File: config.mk
export PLATFORM = sky130hd
export DESIGN_NAME = dacif_top
export DESIGN_NICKNAME = d
export VERILOG_FILES = /design/src/rtl/dacif_pkg.sv /design/src/rtl/dacif_ctrl.sv /design/src/rtl/dacif_datapath.sv /design/src/rtl/dacif_top.sv
export SDC_FILE = /design/constraint.sdc
export NUM_CORES = 1
export LEC_CHECK = 0
export BUFFER_PORTS_ARGS = -buffer_cell sky130_fd_sc_hd__buf_2
export CORE_UTILIZATION = 50
export CTS_BUF_LIST = sky130_fd_sc_hd__clkbuf_4
export DETAILED_ROUTE_END_ITERATION = 10
export HOLD_SLACK_MARGIN = 0.1
export PLACE_DENSITY = 0.8
export SYNTH_ARGS = -nofsm -noshare
export SYNTH_HDL_FRONTEND = slang
export SYNTH_SLANG_ARGS = --single-unit
export TNS_END_PERCENT = 50
File: constraint.sdc
create_clock -name clk -period 1.08 [get_ports clk]
set_clock_uncertainty 0.15 [all_clocks]
set_input_delay 0.216 -clock clk [delete_from_list [all_inputs] [get_ports clk]]
set_output_delay 0.216 -clock clk [all_outputs]
set_load 0.005 [all_outputs]
File: src/rtl/dacif_pkg.sv
package dacif_pkg;
  localparam int CODE_W = 12;

  typedef struct packed {
    logic shiftEn;
    logic loadEn;
  } dacifStrobes_t;
endpackage

File: src/rtl/dacif_ctrl.sv
module dacif_ctrl
  import dacif_pkg::*;
(
  input  logic          clk,
  input  logic          rst,
  input  logic          serClk,
  input  logic          csN,
  input  logic          ldN,
  output dacifStrobes_t strobes,
  output logic          protoErr
);
  logic serClkQ;
  logic serRise;
  logic errQ;

  always_ff @(posedge clk) begin
    if (rst) serClkQ <= 1'b0;
    else     serClkQ <= serClk;
  end

  assign serRise = serClk & ~serClkQ;

  always_comb begin
    strobes.shiftEn = serRise & ~csN;
    strobes.loadEn  = ~ldN;
  end

  always_ff @(posedge clk) begin
    if (rst)                                    errQ <= 1'b0;
    else if (strobes.shiftEn && strobes.loadEn) errQ <= 1'b1;
  end

  assign protoErr = errQ;
endmodule

File: src/rtl/dacif_datapath.sv
module dacif_datapath
  import dacif_pkg::*;
#(
  parameter int WIDTH = CODE_W
) (
  input  logic             clk,
  input  logic             rst,
  input  logic             clrN,
  input  logic             serData,
  input  dacifStrobes_t    strobes,
  output logic [WIDTH-1:0] code
);
  localparam int MSB = WIDTH - 1;

  logic [MSB:0] shiftReg;
  logic [MSB:0] holdReg;

  always_ff @(posedge clk) begin
    if (rst)                  shiftReg <= '0;
    else if (strobes.shiftEn) shiftReg <= {shiftReg[MSB-1:0], serData};
  end

  always_ff @(posedge clk or negedge clrN) begin
    if (!clrN)               holdReg <= '0;
    else if (rst)            holdReg <= '0;
    else if (strobes.loadEn) holdReg <= shiftReg;
  end

  assign code = holdReg;
endmodule

File: src/rtl/dacif_top.sv
module dacif_top
  import dacif_pkg::*;
#(
  parameter int WIDTH = CODE_W
) (
  input  logic             clk,
  input  logic             rst,
  input  logic             serClk,
  input  logic             serData,
  input  logic             csN,
  input  logic             ldN,
  input  logic             clrN,
  output logic [WIDTH-1:0] dacCode,
  output logic             protoErr
);
  dacifStrobes_t strobes;

  dacif_ctrl uCtrl (
    .clk     (clk),
    .rst     (rst),
    .serClk  (serClk),
    .csN     (csN),
    .ldN     (ldN),
    .strobes (strobes),
    .protoErr(protoErr)
  );

  dacif_datapath #(.WIDTH(WIDTH)) uPath (
    .clk    (clk),
    .rst    (rst),
    .clrN   (clrN),
    .serData(serData),
    .strobes(strobes),
    .code   (dacCode)
  );
endmodule

==> flow_summary.yaml <==
synthesis:
  syn_inst: 86
  ys_types: 11
  ys_seq_area_share_pct: 56.6
  ys_warn_count: 0
  syn-num-nets: 93
  syn_area_um2: 1030
  avgSynthCellArea_um2: 11.9
  ys_seq_elements: 26
floorplan:
  start_util_pct: 52.8
  die_x_um: 47.3
  rows: 16
  io_pins: 20
  coreArea_um2: 1940
  die_h_um: 47.3
  dieArea_um2: 2240
layout:
  layout_commonest_cell: "mux2i_1"
  finalNonFillerCells: 145
  drive_above_1_share_pct: 33.9
  fillers: 157
  seq_area_um2: 583
  fin_util_pct: 68.1
  layout_common_cells: "24 x mux2i_1, 19 x buf_2, 14 x nand2b_1"
  area_growth_pct: 28.9
  antennaDiodeCount: 0
  nNetsFinal: 126
  multi_input_area_um2: 422
  final_cell_area_um2: 1320
global_route:
  grt_pass1_vias: 639
  grt_pass1_wl_mm: 2.73
  grt_max_degree: 26
  grt_overflow: 0
  antenna_found_initial: 0
  track_usage_pct: 17.9
setup_path:
  critPathCaptureType: "output port"
  r2r_start: "uCtrl.serClkQ"
  reg2reg_to: "uPath.shiftReg[10]"
  crit_cells: 1
  path_cells: "buf_2"
  cp_top_family: "flip-flops"
  r2r_slack_ns: -0.09
  endpoint: "dacCode[0]"
  rr_worst_depth: 3
  max_stage_delay_ns: 0.41
  crit_slowest_cell: "dfrtp_1"
  crit_type: "reg -> out"
  start_kind: "flip-flop"
  crit_path_max_fanout: 2
  startpoint: "uPath.code[0]"
  cp.buffers_inverters: 1
  required_ns: 0.71
  cp.arrival_ns: 0.86
drt:
  viasPerCell: 4.81
  drt_iter0_markers: 8
  vias: 697
  wl_per_cell_um: 12.2
  wl_mm: 1.77
  first_pass_iters: 4
  drc_errors: 0
  drtAntennaViolNets: 0
hold_path:
  hold_class: "in -> reg"
  hold-path-cell-count: 3
power_and_ir_drop:
  power.density_nw_per_um2: 1340
  p_switching_uw: 356
  power.internal_mw: 1.42
  power_frac_comb_pct: 7.3
  p_leak_nw: 0.658
  sw_frac_of_total_pct: 20.1
  power_frac_clock_pct: 37.5
  irDropWorstVdd_mv: 1.02
  seqPwrFrac_pct: 55.1
outcome:
  status: "complete, but fails checks"
  violations: "setup timing"
sta:
  maxSlewViolCount: 0
  min_period_ns: 1.23
  fmax_mhz: 814
  hold_viol: 0
  fin_ws_ns: -0.149
  grt_setup_unrepaired: "true"
  finalSetupViolCount: 26
  worst_pin_slew_ns: 0.365
  period_share_pct: 114
  slew_headroom_pct: 75.7
clock_tree:
  cts_buffers: 3
  clkLatencyLatePin_ns: 0.33
  cts_buffer_depth: 2
  clock_sinks: 26
  clk_pin_slew_ns: 0.14
  cts-htree-levels: 1
  root_buffer: "clkbuf_4"
  cts_tree: "done"
  ctsHoldBuffers: 3
placed_design:
  io_buffers: 19
  placed_cell_area_um2: 1170
  gp_congestion: 0.680
  dpl.hpwl_mm: 1.15
  dp.cells: 131
job:
  cap_violations: 0
-- state kept, by name (all words and copies together), names as in the netlist --
name and cells:
uCtrl.protoErr 1, uCtrl.serClkQ 1, uPath.code 12, uPath.shiftReg 12
-- worst min-delay path by stage --
stage               startpoint        endpoint  slack (ns)
floorplan                 clrN   uPath.code[0]       -0.23
global placement          clrN   uPath.code[3]       -0.04
detailed placement        clrN   uPath.code[4]       -0.04
CTS                        csN  uCtrl.protoErr        0.07
global route               ldN  uCtrl.protoErr        0.08
finish                     ldN  uCtrl.protoErr        0.09
-- Yosys cell counts --
| master | n | area share, % |
|---|---|---|
| nand2b_1 | 14 | 8.5 |
| or3b_4 | 1 | 1.1 |
| o31ai_2 | 1 | 1.2 |
| nor3b_1 | 1 | 0.73 |
| dfxtp_1 | 14 | 27 |
| nor2_1 | 12 | 4.4 |
| dfrtp_1 | 12 | 29 |
| buf_4 | 2 | 1.5 |
| buf_2 | 4 | 2.0 |
| mux2i_1 | 24 | 23 |
| nor2b_1 | 1 | 0.61 |
-- cell families (layout without fill, tap and decap cells) --
kind of cell	Yosys count	count (layout)	synth area share [%]
AOI/OAI and AO/OA	1	1	1.22
buffers and inverters	6	38	3.41
DFF	26	26	56.6
and+or+nand+nor	29	29	15.4
muxes	24	24	23.4
-- repair_timing --
action / in CTS / in global routing
pin swaps: 1 / 1
gates resized for setup: 0 / 4
endpoints found under the hold margin: 17 / 1
endpoints found under the setup margin: 26 / 26
buffers inserted: 4 / 3
-- power by group through the flow --
stage	sequential, mW	clock, mW	combinational [mW]
2_1_floorplan	0.996	0	0.0731
3_3_place_gp	0.997	0	0.115
3_5_place_dp	0.997	0	0.117
4_1_cts	0.977	0.670	0.126
5_1_grt	0.980	0.713	0.141
6_report	0.979	0.666	0.130
-- area by class of cell --
cell class / instances / area share, %
sequential: 26 / 44.1
multi-input combinational: 54 / 31.9
timing repair buffer: 34 / 17.5
tap: 27 / 2.55
clock inverter: 1 / 2.27
clock buffer: 3 / 1.70
-- metrics by stage --
step	hold WS, ns	setup WS, ns	setup TNS [ns]	power, mW
2_1_floorplan	-0.230	0.00482	0	1.07
3_3_place_gp	-0.0423	-0.0585	-0.489	1.11
3_5_place_dp	-0.0371	-0.0984	-0.864	1.11
4_1_cts	0.0684	-0.151	-2.60	1.77
5_1_grt	0.0813	-0.195	-3.89	1.83
6_report	0.0935	-0.149	-2.54	1.77
-- routing by layer --
metal / wire length, µm / part of all wire, % / global-route usage [%] / up-vias
li1: - / - / - / 350
met1: 851 / 48 / 22.7 / 329
met2: 845 / 48 / 29.9 / 16
met3: 50 / 2.8 / 4.62 / 2
met4: 17 / 0.96 / 5.14 / 0
met5: 0 / 0 / 0 / -
No activity file was read; power rests on OpenSTA's default activity.
